### src/rtl/freq_step_pkg.sv
package freq_step_pkg;
  // Main counter: N divided by the prescaler (2**plog2)
  function automatic int main_count(input int n, input int plog2);
    return n >> plog2;
  endfunction

  // Swallow counter: remainder of N by the prescaler
  function automatic int swallow_count(input int n, input int plog2);
    return n & ((1 << plog2) - 1);
  endfunction
endpackage

### src/rtl/btn_debounce.sv
module btn_debounce #(
  parameter int DEB_CLKS = 65536
) (
  input  logic clk,
  input  logic rst_n,
  input  logic raw,
  output logic press
);
  localparam int CNT_W = $clog2(DEB_CLKS + 1);
  localparam logic [CNT_W-1:0] LAST = CNT_W'(DEB_CLKS - 1);

  logic [1:0]       sync_q;
  logic             level_q;
  logic             level_d;
  logic [CNT_W-1:0] run_q;

  always_ff @(posedge clk or negedge rst_n) begin
    if (!rst_n) begin
      sync_q  <= 2'b00;
      level_q <= 1'b0;
      level_d <= 1'b0;
      run_q   <= '0;
    end else begin
      sync_q  <= {sync_q[0], raw};
      level_d <= level_q;
      if (sync_q[1] == level_q) begin
        run_q <= '0;
      end else if (run_q == LAST) begin
        level_q <= sync_q[1];
        run_q   <= '0;
      end else begin
        run_q <= run_q + 1'b1;
      end
    end
  end

  // one-clock pulse on the rising edge of the filtered level
  assign press = level_q & ~level_d;
endmodule

### src/rtl/freq_track.sv
module freq_track #(
  parameter int FREQ_W = 7,
  parameter int F_MIN  = 70,
  parameter int F_MAX  = 90
) (
  input  logic              clk,
  input  logic              rst_n,
  input  logic              up_step,
  input  logic              dn_step,
  output logic [FREQ_W-1:0] freq,
  output logic              stepped
);
  localparam logic [FREQ_W-1:0] LO = FREQ_W'(F_MIN);
  localparam logic [FREQ_W-1:0] HI = FREQ_W'(F_MAX);

  logic go_up;
  logic go_dn;

  assign go_up   = up_step & ~dn_step & (freq < HI);
  assign go_dn   = dn_step & ~up_step & (freq > LO);
  assign stepped = go_up | go_dn;

  always_ff @(posedge clk or negedge rst_n) begin
    if (!rst_n)     freq <= LO;
    else if (go_up) freq <= freq + 1'b1;
    else if (go_dn) freq <= freq - 1'b1;
  end
endmodule

### src/rtl/reload_ctrl.sv
module reload_ctrl (
  input  logic clk,
  input  logic rst_n,
  input  logic stepped,
  input  logic cfg_busy,
  output logic reload_req
);
  logic pending_q;
  logic issue;

  assign issue = pending_q & ~cfg_busy;

  always_ff @(posedge clk or negedge rst_n) begin
    if (!rst_n) begin
      pending_q  <= 1'b1;   // initial load after reset
      reload_req <= 1'b0;
    end else begin
      reload_req <= issue;
      pending_q  <= (pending_q & ~issue) | stepped;
    end
  end
endmodule

### src/rtl/freq_step_ctrl.sv
module freq_step_ctrl #(
  parameter int FREQ_W     = 7,
  parameter int A_W        = 6,
  parameter int B_W        = 13,
  parameter int PRESC_LOG2 = 3,
  parameter int F_MIN      = 70,
  parameter int F_MAX      = 90,
  parameter int DEB_CLKS   = 65536
) (
  input  logic              clk,
  input  logic              rst_n,
  input  logic              btn_up_raw,
  input  logic              btn_dn_raw,
  input  logic              cfg_busy,
  output logic [A_W-1:0]    cnt_a,
  output logic [B_W-1:0]    cnt_b,
  output logic              reload_req,
  output logic [FREQ_W-1:0] freq_mhz
);
  import freq_step_pkg::*;

  localparam int NBTN = 2;

  logic [NBTN-1:0] raw_vec;
  logic [NBTN-1:0] press_vec;
  logic            up_step;
  logic            dn_step;
  logic            stepped;

  assign raw_vec = {btn_dn_raw, btn_up_raw};

  for (genvar i = 0; i < NBTN; i++) begin : g_btn
    btn_debounce #(.DEB_CLKS(DEB_CLKS)) u_deb (
      .clk   (clk),
      .rst_n (rst_n),
      .raw   (raw_vec[i]),
      .press (press_vec[i])
    );
  end

  assign up_step = press_vec[0];
  assign dn_step = press_vec[1];

  freq_track #(.FREQ_W(FREQ_W), .F_MIN(F_MIN), .F_MAX(F_MAX)) u_trk (
    .clk     (clk),
    .rst_n   (rst_n),
    .up_step (up_step),
    .dn_step (dn_step),
    .freq    (freq_mhz),
    .stepped (stepped)
  );

  reload_ctrl u_rld (
    .clk        (clk),
    .rst_n      (rst_n),
    .stepped    (stepped),
    .cfg_busy   (cfg_busy),
    .reload_req (reload_req)
  );

  assign cnt_b = B_W'(main_count(int'(freq_mhz), PRESC_LOG2));
  assign cnt_a = A_W'(swallow_count(int'(freq_mhz), PRESC_LOG2));
endmodule

### config.mk
export PLATFORM = sky130hd
export DESIGN_NAME = freq_step_ctrl
export DESIGN_NICKNAME = d
export VERILOG_FILES = /design/src/rtl/freq_step_pkg.sv /design/src/rtl/btn_debounce.sv /design/src/rtl/freq_track.sv /design/src/rtl/reload_ctrl.sv /design/src/rtl/freq_step_ctrl.sv
export SDC_FILE = /design/constraint.sdc
export NUM_CORES = 1
export LEC_CHECK = 0
export ABC_AREA = 1
export BUFFER_PORTS_ARGS = -buffer_cell sky130_fd_sc_hd__buf_2
export CAP_MARGIN = 15
export CORE_ASPECT_RATIO = 0.75
export CORE_MARGIN = 2
export CORE_UTILIZATION = 39
export DETAILED_ROUTE_END_ITERATION = 8
export PLACE_DENSITY_LB_ADDON = 0.3
export SETUP_SLACK_MARGIN = 0.1
export SLEW_MARGIN = 20
export SYNTH_ARGS = -nofsm -noshare
export SYNTH_HDL_FRONTEND = slang
export SYNTH_SLANG_ARGS = --single-unit
export TNS_END_PERCENT = 20
### constraint.sdc
create_clock -name clk -period 2 [get_ports clk]
set_input_delay 0.1 -clock clk [delete_from_list [all_inputs] [get_ports clk]]
set_output_delay 0.1 -clock clk [all_outputs]
set_load 0.005 [all_outputs]
==> results of run 1 <==
[synth_stat cells (3+ instances only)]
cell type  count  share of area
nand2_1       78           0.11
o21ai_0        5         0.0091
nand4_1        6          0.014
xnor2_1       10          0.032
dfstp_2        4          0.038
buf_4         19          0.052
inv_1         27          0.037
ha_1           7          0.032
dfrtp_1       47           0.43
nor3_1         3         0.0054
nor2_1        62          0.084
xor2_1        17          0.054
nor2_4         4          0.016
nand3_1       26          0.047
[cell families (layout without fill, tap and decap cells)]
group,count (synthesis),after routing,synth area share
buffers and inverters,47,74,0.08963
AND/OR/NAND/NOR,185,185,0.2924
other,1,12,0.001357
adder cells (fa/ha/maj),8,8,0.03893
AO/OA/AOI/OAI,11,11,0.02852
flip-flops,51,51,0.4636
XOR/XNOR,27,27,0.08556
[power by group through the flow]
| stage | Sequential (W) | Clock [W] | Combinational, W |
|---|---|---|---|
| after floorplan | 0.00107 | 0 | 0.0000489 |
| after global placement | 0.00107 | 0 | 0.0000681 |
| after detailed placement | 0.00107 | 0 | 0.0000688 |
| after CTS | 0.00105 | 0.000650 | 0.0000749 |
| after global routing | 0.00106 | 0.000696 | 0.0000861 |
| final | 0.00105 | 0.000629 | 0.0000719 |
[state kept, by name (all words and copies together) (netlist names)]
signal and count:
u_trk.freq 7, u_rld.reload_req 1, g_btn.u_deb.level_d 2, u_rld.pending_q 1, g_btn.u_deb.sync_q 4, g_btn.u_deb.level_q 2
g_btn.u_deb.run_q 34
[worst max-delay path, cell delays in order (launching register included)]
cell	delay [ns]
dfrtp_1	0.41
nand2_1	0.08
nand4_1	0.13
nor2_4	0.18
clkinv_4	0.13
ha_4	0.32
nand2_1	0.05
inv_1	0.06
nand4_1	0.11
nand3_1	0.10
nand2_1	0.06
nand3_1	0.11
nand2_1	0.07
[worst max path at each step]
| stage | start | endpoint | slack [ns] | depth (start not counted) |
|---|---|---|---|---|
| final | u_trk.freq[5] | u_trk.freq[5] | 0.06 | 12 |
| after floorplan | u_trk.freq[1] | u_trk.freq[6] | 0.13 | 13 |
| after global routing | g_btn[1].u_deb.level_q | u_trk.freq[5] | -0.09 | 12 |
| after global placement | u_trk.freq[1] | u_trk.freq[6] | 0.09 | 12 |
| after detailed placement | u_trk.freq[6] | u_trk.freq[6] | 0.03 | 13 |
| after CTS | u_trk.freq[6] | u_trk.freq[6] | 0.10 | 13 |
[area by class of cell]
class / count / area (sq um)
inverter: 28 / 110.1
multi-input combinational: 243 / 1371
fill: 658 / 3621
timing repair buffer: 38 / 247.7
tap: 84 / 105.1
clock buffer: 7 / 86.33
clock inverter: 1 / 8.758
sequential: 51 / 1281
[routing by layer]
metal | vias up | wire, microns
met5 | - | 0
met4 | 0 | 57
met3 | 8 | 210
met2 | 44 | 2302
met1 | 1001 | 2767
li1 | 1081 | -
[through the flow]
step	util	hold WS (ns)
after floorplan	-	-0.1956
after global placement	0.4311	0.2104
after detailed placement	0.4311	0.2109
after CTS	0.4546	0.3554
after global routing	0.4700	0.3713
final	0.4700	0.3521
[repair_timing]
item                       CTS  global route
gates resized for setup      3            16
setup endpoints to repair    4             4
pin swaps                    0             9
setup buffers                2             2
hold buffers                 4             0
hold endpoints to repair    50             0
==> results by group, run 1 <==
Status
  – Status: completed

Yosys
  – Post-synth EDFFs: 0
  – Netlist cell types: 26
  – Yosys warning total: 0
  – Ys flop type: dfrtp_1
  – Synthesized area per cell: 8.375 sq um
  – Post-synthesis register bit count: 51
  – Sequential share of the synthesized area: 0.4636
  – Post-Syn Instances: 330
  – Mapped Area: 2764 sq um
  – Asr flop ratio synth: 1.000

STA
  – Fmax: 515.5 MHz
  – Fin crit period: 1.940 ns
  – Slew @ Worst Pin: 0.6392 ns
  – Clock Skew: 0.01598 ns
  – Hold Fails Final Rpt: 0
  – Setup violators final: 0
  – Fin. max-slew vios: 0
  – RSZ-0062 raised after global routing: yes
  – Post-route setup TNS: 0 ns
  – PnR worst setup slack: 0.06030 ns
  – Worst slew margin: 0.5739
  – Period utilization: 0.9698

Placed design
  – Post-detail-place hpwl: 3728 microns
  – Routability cong.: 0.8734
  – Placed cell area: 2945 sq um
  – IO buf count: 19
  – Placed cell count: 436
  – DP Worst Slack: 0.02656 ns

GRT
  – Met3 GRT Util: 0.03282
  – Grt met2 use: 0.2099
  – Gr usage total: 0.1396
  – First-pass GRT wire length: 8790 microns
  – Most Used Layer, Global Route: met2
  – Largest net degree at the start of global routing: 52
  – Number of global-route vias before repair: 1968
  – Met1 GRT Util: 0.2034
  – Initial antenna violation count: 0
  – Gr ovfl total: 0

Floorplan
  – Core area: 6832 sq um
  – Die span in y: 76.91 microns
  – Num rows: 26
  – Die footprint: 7783 sq um
  – Initial Utilization: 0.4046
  – I/O pins: 32
  – Die width: 101.2 microns

CTS
  – CTS H-tree lvls: 2
  – Clock transition at path regs: 0.10 ns
  – TritonCTS clock tree: done
  – Root buf cell: clkbuf_8
  – Skew-Pair Late Insertion Delay: 0.30 ns
  – Clk sink count: 51
  – CTS Buf Count: 5
  – Clock Tree Buf Depth: 2

Pwr
  – Flop pwr share: 0.601
  – Power density over cell area: 546.3 nW/um^2
  – Peak supply drop: 0.2285 mV
  – Clk pwr share: 0.358
  – Sw Ratio: 0.2292
  – Pint: 0.001352 W
  – Static leakage: 1.571 nW
  – Combinational power share: 0.041
  – Switch Pwr: 0.0004019 W
  – Power, Total: 0.001754 W

Setup path
  – Worst EP required: 2.20 ns
  – Launching point of the worst reg2reg path: u_trk.freq[5]
  – RR Endpoint: u_trk.freq[5]
  – Worst Path Max Fanout: 7
  – Setup crit end kind: flop
  – Reg-to-reg slack, setup: 0.06 ns
  – WS Path Type: flop to flop
  – CP Launch Type: flop
  – Reg2Reg Depth: 12
  – CP arrival: 2.14 ns

Detailed routing
  – Drt drc: 0
  – Vias post-DR: 2134
  – Initial detailed-routing violation count: 78
  – Final ANT Viol Nets: 0
  – Routed vias/inst: 4.721
  – DRT Pass-1 Iters: 5
  – Avg WL per Cell: 11.81 microns
  – Routed wire length: 5337 microns

Cells and area
  – Inserted Diodes: 0
  – Layout area overhead: 16.16%
  – Fin nets: 380
  – Finished Layout Cells: 452
  – Commonest non-fill, non-tap cells in the layout: 77 x nand2_1, 60 x nor2_1, 47 x dfrtp_1
  – Leading cell type in the layout, fill and taps excluded: nand2_1
  – Layout cells sized above 1: 0.1902
  – Fin area: 3211 sq um

Hold path
  – Hold Crit Class: flop to flop
  – Min-Delay Startpoint: g_btn[1].u_deb.sync_q[0]
  – Worst Hold End: g_btn[1].u_deb.sync_q[1]
  – Hold depth: 0

Run
  – Max-cap viol count: 0
Note: power is estimated with default switching activity, not from simulation.
==> inputs of run 2 (changes only) <==
Settings changed: CORE_ASPECT_RATIO 0.75 to default.
==> run 2 against run 1 <==
Compared with the run above:
- the flow now finishes with violations (negative setup slack)
- die area about the same
- power down 3.0%
- final cell count up 4.6%
- clock power down 9.1%
- via count up 3.3%
- count of clock-buffer cells in the layout down 2
- utilization up 2.2 points
- final area up 4.7%
- fmax down 8.5%
- critical path depth unchanged
- worst setup slack worse by 0.18 ns
==> results by group, run 2 (same netlist as run 1, synthesis figures left out) <==
Status
  – Status: complete, but fails checks
  – Failing checks: negative setup slack

Cells and area
  – Largest regs: g_btn.u_deb.run_q: 34 flops, u_trk.freq: 7 flops, g_btn.u_deb.sync_q: 4 flops
  – Leading cell type in the layout, fill and taps excluded: nand2_1
  – Largest register by flop count: g_btn.u_deb.run_q
  – Finished Layout Cells: 473 (+4.6%)
  – Layout cells sized above 1: 0.2361 (+0.04586)
  – Fillcell total: 673 (+2.3%)
  – Commonest non-fill, non-tap cells in the layout: 71 x nand2_1, 61 x nor2_1, 47 x dfrtp_1
  – Largest register FFs: 34 (unchanged)
  – Inserted Diodes: 0 (unchanged)
  – Fin nets: 389 (+2.4%)
  – Layout area overhead: 21.59%
  – Fin area: 3361 sq um (+4.7%)

Detailed routing
  – Highest Signal Layer: met4
  – Initial detailed-routing violation count: 65 (-17%)
  – DRT Pass-1 Iters: 4 (-1)
  – DR WL met3: 178 microns (-15%)
  – Avg WL per Cell: 11.99 microns (+1.6%)
  – Routed vias/inst: 4.660 (-1.3%)
  – Wl on met1: 2562 microns (-7.4%)
  – Routed wire length: 5673 microns (+6.3%)
  – Drt drc: 0 (unchanged)
  – Final ANT Viol Nets: 0 (unchanged)
  – WL met2: 2844 microns (+24%)
  – Vias post-DR: 2204 (+3.3%)

STA
  – PnR worst setup slack: -0.1189 ns (-0.1792 ns)
  – RSZ-0062 raised after global routing: yes
  – Hold Fails Final Rpt: 0 (unchanged)
  – Worst slew margin: 0.5668 (-0.007115)
  – Fin. max-slew vios: 0 (unchanged)
  – Fmax: 471.9 MHz (-8.5%)
  – Fin crit period: 2.119 ns (+0.1792 ns)
  – Clock Skew: 0.009703 ns (-0.006278 ns)
  – Setup violators final: 3 (+3)
  – Period utilization: 1.059 (+0.08960)
  – Slew @ Worst Pin: 0.6499 ns (+0.01067 ns)

Placed design
  – IO buf count: 19 (unchanged)
  – Routability cong.: 0.8616 (-1.4%)
  – Placed cell count: 449 (+3.0%)
  – Post-detail-place hpwl: 3798 microns (+1.9%)
  – Placed cell area: 2980 sq um (+1.2%)

Pwr
  – Static leakage: 1.636 nW (+4.2%)
  – Combinational power share: 0.044 (+0.003)
  – Power, Total: 0.001701 W (-3.0%)
  – Sw Ratio: 0.2295 (+0.0003024)
  – Pint: 0.001310 W (-3.1%)
  – Clk pwr share: 0.336 (-0.022)
  – Switch Pwr: 0.0003902 W (-2.9%)
  – Peak supply drop: 0.2229 mV (-2.5%)
  – Power density over cell area: 506.0 nW/um^2 (-7.4%)
  – Flop pwr share: 0.620 (+0.019)

Setup path
  – Worst Setup EP: u_trk.freq[4]
  – Slowest CP cell: dfstp_2
  – WP depth: 12 (unchanged)
  – Top Family by Delay on Critical Path: simple AND/OR/NAND/NOR gates
  – RR Endpoint: u_trk.freq[4]
  – CP Launch Point: u_trk.freq[6]
  – CP arrival: 2.32 ns (+0.18 ns)
  – Launching point of the worst reg2reg path: u_trk.freq[6]
  – Reg2Reg Depth: 12 (unchanged)
  – Buf+Inv Stages, Crit Path: 3 (+1)
  – CP Cell Sequence: nand2_4 -> nor3_4 -> nor2_4 -> inv_4 -> buf_12 -> ha_4 -> nand3_2 -> nand3_2 -> buf_4 -> xor2_1 -> nand2_1 -> nand2_1
  – WS Path Type: flop to flop
  – CP Launch Type: flop
  – Worst Path Max Fanout: 5 (-2)
  – Reg-to-reg slack, setup: -0.12 ns (-0.18 ns)
  – CP peak stage delay: 0.60 ns (+0.19 ns)
  – Setup crit end kind: flop
  – Worst EP required: 2.20 ns (about the same)

CTS
  – CTS H-tree lvls: 2 (unchanged)
  – Clk sink count: 51 (unchanged)
  – TritonCTS clock tree: done
  – Root buf cell: clkbuf_8
  – CTS Buf Count: 5 (unchanged)
  – Clock Tree Buf Depth: 2 (unchanged)
  – Skew-Pair Late Insertion Delay: 0.30 ns (about the same)
  – Clock transition at path regs: 0.10 ns (about the same)

Floorplan
  – Core area: 6832 sq um (unchanged)
  – Num rows: 30 (+15%)
  – Die footprint: 7777 sq um (about the same)
  – Die width: 88.19 microns (-13%)
  – I/O pins: 32 (unchanged)
  – Die span in y: 88.19 microns (+15%)
  – Initial Utilization: 0.4046 (unchanged)

GRT
  – Initial antenna violation count: 0 (unchanged)
  – First-pass GRT wire length: 9108 microns (+3.6%)
  – Gr ovfl total: 0 (unchanged)
  – Number of global-route vias before repair: 2072 (+5.3%)
  – Gr usage total: 0.1475 (+0.007887)
  – Largest net degree at the start of global routing: 29 (-44%)

Run
  – Max-cap viol count: 0 (unchanged)

Hold path
  – Hold Crit Class: input port to async pin
-- run 2: cell types whose count changed in the layout (fill, tap and decap cells not counted), moves of 3 or more --
cell      change
buf_4         +6
nand2_1       -6
nand2_2       +5
clkinv_2      +3
-- run 2: power groups by stage --
| stage | Clock (W) | Sequential (W) | Combinational (W) |
|---|---|---|---|
| 4_1_cts | 0.000606 | 0.00105 | 0.0000776 |
| 2_1_floorplan | 0 | 0.00107 | 0.0000489 |
| 3_5_place_dp | 0 | 0.00107 | 0.0000717 |
| 6_report | 0.000572 | 0.00105 | 0.0000750 |
| 5_1_grt | 0.000638 | 0.00106 | 0.0000888 |
| 3_3_place_gp | 0 | 0.00107 | 0.0000705 |
-- run 2: how the worst min path moves through the flow --
| stage | cells after the start | to | slack (ns) | from |
|---|---|---|---|---|
| after floorplan | 0 | g_btn[0].u_deb.level_d | -0.20 | rst_n |
| after global placement | 1 | g_btn[1].u_deb.run_q[12] | 0.17 | rst_n |
| after detailed placement | 1 | g_btn[1].u_deb.run_q[12] | 0.17 | rst_n |
| after CTS | 2 | g_btn[1].u_deb.run_q[12] | 0.38 | rst_n |
| after global routing | 0 | g_btn[1].u_deb.sync_q[1] | 0.40 | g_btn[1].u_deb.sync_q[0] |
| final | 2 | g_btn[1].u_deb.run_q[14] | 0.36 | rst_n |
-- run 2: layout make-up --
| class | count | area (sq um) | area share |
|---|---|---|---|
| Multi-Input combinational cell | 243 | 1424 | 0.4237 |
| Sequential cell | 51 | 1281 | 0.3812 |
| Timing Repair Buffer | 47 | 344.1 | 0.1024 |
| Tap cell | 96 | 120.1 | 0.03574 |
| Inverter | 28 | 107.6 | 0.03202 |
| Clock buffer | 5 | 68.82 | 0.02048 |
| Clock inverter | 3 | 15.01 | 0.004468 |
-- run 2: what timing repair did --
| item | in CTS | in global routing |
|---|---|---|
| buffers inserted | 7 | 5 |
| gates cloned | 0 | 0 |
| resized for setup | 6 | 23 |
| hold buffers | 4 | 0 |
| endpoints found under the hold margin | 26 | 0 |
| setup endpoints to repair | 4 | 4 |
| pin swaps | 2 | 15 |
-- run 2: metal layers --
metal	GRT usage	up-vias
met1	0.1903	1034
met2	0.2556	56
met3	0.02074	10
met4	0.04683	0
li1	-	1104
met5	0	-
-- run 2: stage by stage --
step / setup WS, ns / util / TNS (ns) / hold WS, ns
6_report: -0.1189 / 0.4919 / -0.2942 / 0.3591
4_1_cts: 0.09036 / 0.4690 / 0 / 0.3764
3_3_place_gp: 0.03068 / 0.4363 / 0 / 0.1656
3_5_place_dp: -0.04096 / 0.4363 / -0.04096 / 0.1695
5_1_grt: -0.2310 / 0.4919 / -0.7387 / 0.3993
2_1_floorplan: 0.1257 / - / 0 / -0.1956
==> inputs of run 3 (changes only) <==
Settings changed: CORE_MARGIN 2 to default, GPL_ROUTABILITY_DRIVEN from default to 1.
==> run 3 against run 2 <==
Compared with the run above:
- the flow now finishes without violations
- first-iteration DRC count shrank 9.2%
- fmax rose by 9.9%
- power increased by 1.9%
- sequential share of layout area up 1.2 points
- sequential power is essentially flat
- final area down 3.2%
- non-clock buffer count down 6
- clock skew is 0.0038 ns lower
- count of clock-buffer cells in the layout stayed put
- wire length is 8.4% lower
- critical endpoint is now u_trk.freq[3]
- highest routed layer unchanged
==> results by group, run 3 (same netlist as run 1, synthesis figures left out) <==
CTS
  – Clk sink count: 51 (unchanged)
  – Root buf cell: clkbuf_8
  – Skew-Pair Late Insertion Delay: 0.30 ns (about the same)
  – TritonCTS clock tree: done
  – CTS Buf Count: 5 (unchanged)
  – Clock Tree Buf Depth: 2 (unchanged)
  – Clock transition at path regs: 0.10 ns (about the same)
  – CTS H-tree lvls: 2 (unchanged)

GRT
  – Gr usage total: 0.1488 (+0.001264)
  – Most Used Layer, Global Route: met2
  – Grt met2 use: 0.2468 (-0.008886)
  – Initial antenna violation count: 0 (unchanged)
  – First-pass GRT wire length: 8700 microns (-4.5%)
  – Largest net degree at the start of global routing: 25 (-14%)
  – Gr ovfl total: 0 (unchanged)
  – Met1 GRT Util: 0.1958 (+0.005560)
  – Met3 GRT Util: 0.02571 (+0.004979)
  – Number of global-route vias before repair: 1954 (-5.7%)

Setup path
  – Worst Path Max Fanout: 7 (+2)
  – RR Endpoint: u_trk.freq[3]
  – Setup crit end kind: flop
  – Launching point of the worst reg2reg path: u_trk.freq[5]
  – Reg2Reg Depth: 11 (-1)
  – Reg-to-reg slack, setup: 0.07 ns (+0.19 ns)
  – Worst EP required: 2.25 ns (+0.05 ns)
  – CP Launch Type: flop
  – CP arrival: 2.18 ns (-0.14 ns)
  – WS Path Type: flop to flop

STA
  – Setup violators final: 0 (-3)
  – Fmax: 518.7 MHz (+9.9%)
  – Fin crit period: 1.928 ns (-0.1909 ns)
  – Period utilization: 0.9640 (-0.09547)
  – RSZ-0062 raised after global routing: yes
  – PnR worst setup slack: 0.07205 ns (+0.1909 ns)
  – Hold Fails Final Rpt: 0 (unchanged)
  – Clock Skew: 0.005941 ns (-0.003762 ns)
  – Fin. max-slew vios: 0 (unchanged)
  – Post-route setup TNS: 0 ns (+0.2942 ns)

Pwr
  – Switch Pwr: 0.0004130 W (+5.8%)
  – Static leakage: 1.576 nW (-3.7%)
  – Power, Total: 0.001733 W (+1.9%)
  – Pint: 0.001320 W (+0.71%)
  – Power density over cell area: 532.4 nW/um^2 (+5.2%)
  – Clk pwr share: 0.349 (+0.013)
  – Sw Ratio: 0.2384 (+0.008900)
  – Flop pwr share: 0.608 (-0.012)
  – Peak supply drop: 0.2647 mV (+19%)
  – Combinational power share: 0.043 (about the same)

Cells and area
  – Layout cells sized above 1: 0.2049 (-0.03122)
  – Largest register by flop count: g_btn.u_deb.run_q
  – Commonest non-fill, non-tap cells in the layout: 75 x nand2_1, 60 x nor2_1, 47 x dfrtp_1
  – Largest register FFs: 34 (unchanged)
  – Inserted Diodes: 0 (unchanged)
  – Leading cell type in the layout, fill and taps excluded: nand2_1
  – Area occupied by multi-input gates: 1380 sq um (-3.1%)
  – Largest regs: g_btn.u_deb.run_q: 34 flops, u_trk.freq: 7 flops, g_btn.u_deb.sync_q: 4 flops
  – Fin nets: 383 (-1.5%)
  – Finished Layout Cells: 467 (-1.3%)
  – Storage cell area: 1281 sq um (unchanged)
  – Fillcell total: 652 (-3.1%)
  – Final Util: 0.4764 (-0.01557)
  – Layout area overhead: 17.75%

Floorplan
  – I/O pins: 32 (unchanged)
  – Die width: 86.19 microns (-2.3%)
  – Initial Utilization: 0.4046 (unchanged)
  – Die footprint: 7428 sq um (-4.5%)
  – Num rows: 30 (unchanged)
  – Core area: 6832 sq um (unchanged)
  – Die span in y: 86.19 microns (-2.3%)

Detailed routing
  – Avg WL per Cell: 11.12 microns (-7.2%)
  – Final ANT Viol Nets: 0 (unchanged)
  – Routed wire length: 5195 microns (-8.4%)
  – DRT Pass-1 Iters: 4 (unchanged)
  – Routed vias/inst: 4.559 (-2.2%)
  – Vias post-DR: 2129 (-3.4%)
  – Initial detailed-routing violation count: 59 (-9.2%)
  – Drt drc: 0 (unchanged)

Placed design
  – Routability cong.: 0.8436 (-2.1%)
  – IO buf count: 19 (unchanged)
  – DP Worst Slack: 0.05071 ns (+0.09167 ns)
  – Post-detail-place hpwl: 3690 microns (-2.9%)
  – Placed cell count: 450 (+0.22%)

Hold path
  – Hold Crit Class: input port to async pin

Status
  – Status: completed

Run
  – Max-cap viol count: 0 (unchanged)
==> run 3: cell types whose count changed in the layout (fill, tap and decap cells not counted), sizes merged <==
cell	previous run	this run
buf	43	37
clkinvlp	0	2
clkinv	3	1
==> run 3: per-layer routing <==
layer / share of wire / routed length, microns
met1: 0.47 / 2460
met2: 0.48 / 2496
met3: 0.036 / 187
met4: 0.0098 / 51
met5: 0 / 0
==> run 3: how the worst max path moves through the flow <==
stage | startpoint | endpoint | slack, ns | cells past startpoint
6_report | u_trk.freq[5] | u_trk.freq[3] | 0.07 | 11
2_1_floorplan | u_trk.freq[1] | u_trk.freq[6] | 0.13 | 13
3_5_place_dp | u_trk.freq[6] | u_trk.freq[6] | 0.05 | 13
5_1_grt | g_btn[1].u_deb.level_q | u_trk.freq[3] | -0.08 | 11
4_1_cts | u_trk.freq[5] | u_trk.freq[6] | 0.11 | 12
3_3_place_gp | u_trk.freq[5] | u_trk.freq[5] | 0.08 | 12
==> run 3: repair_timing <==
action,4_1_cts,5_1_grt
pin swaps,0,9
hold buffers,4,0
gates resized for setup,3,17
endpoints found under the hold margin,15,0
setup endpoints to repair,4,4
setup buffers,2,3
==> run 3: critical path: stages (launching register included) <==
cell and delay, ns:
dfrtp_1 0.42, nand2_1 0.07, nand4_1 0.13, nor2_4 0.17, clkinv_4 0.14, buf_4 0.18
ha_4 0.26, nand3_1 0.07, nand3_1 0.10, xor2_1 0.19, nand2_1 0.09, nand2_1 0.06
==> run 3: through the flow <==
stage	instance area, sq um	hold WS (ns)
after floorplan	2805	-0.1956
after global placement	2975	0.02184
after detailed placement	2975	0.02079
after CTS	3133	0.2181
after global routing	3254	0.2239
final	3254	0.2127
==> run 3: layout make-up <==
type                    instances  area share
flip-flops and latches         51      0.3937
repair buffers                 41     0.08304
inverters                      28     0.03383
clock buffers                   5     0.02115
well taps                      96     0.03691
multi-input cells             243      0.4241
clock inverters                 3    0.007305
==> run 3: power groups by stage <==
stage	combinational, W	clock (W)	sequential [W]
3_5_place_dp	0.0000697	0	0.00107
6_report	0.0000737	0.000605	0.00105
4_1_cts	0.0000754	0.000634	0.00105
2_1_floorplan	0.0000489	0	0.00107
3_3_place_gp	0.0000688	0	0.00107
5_1_grt	0.0000871	0.000668	0.00106
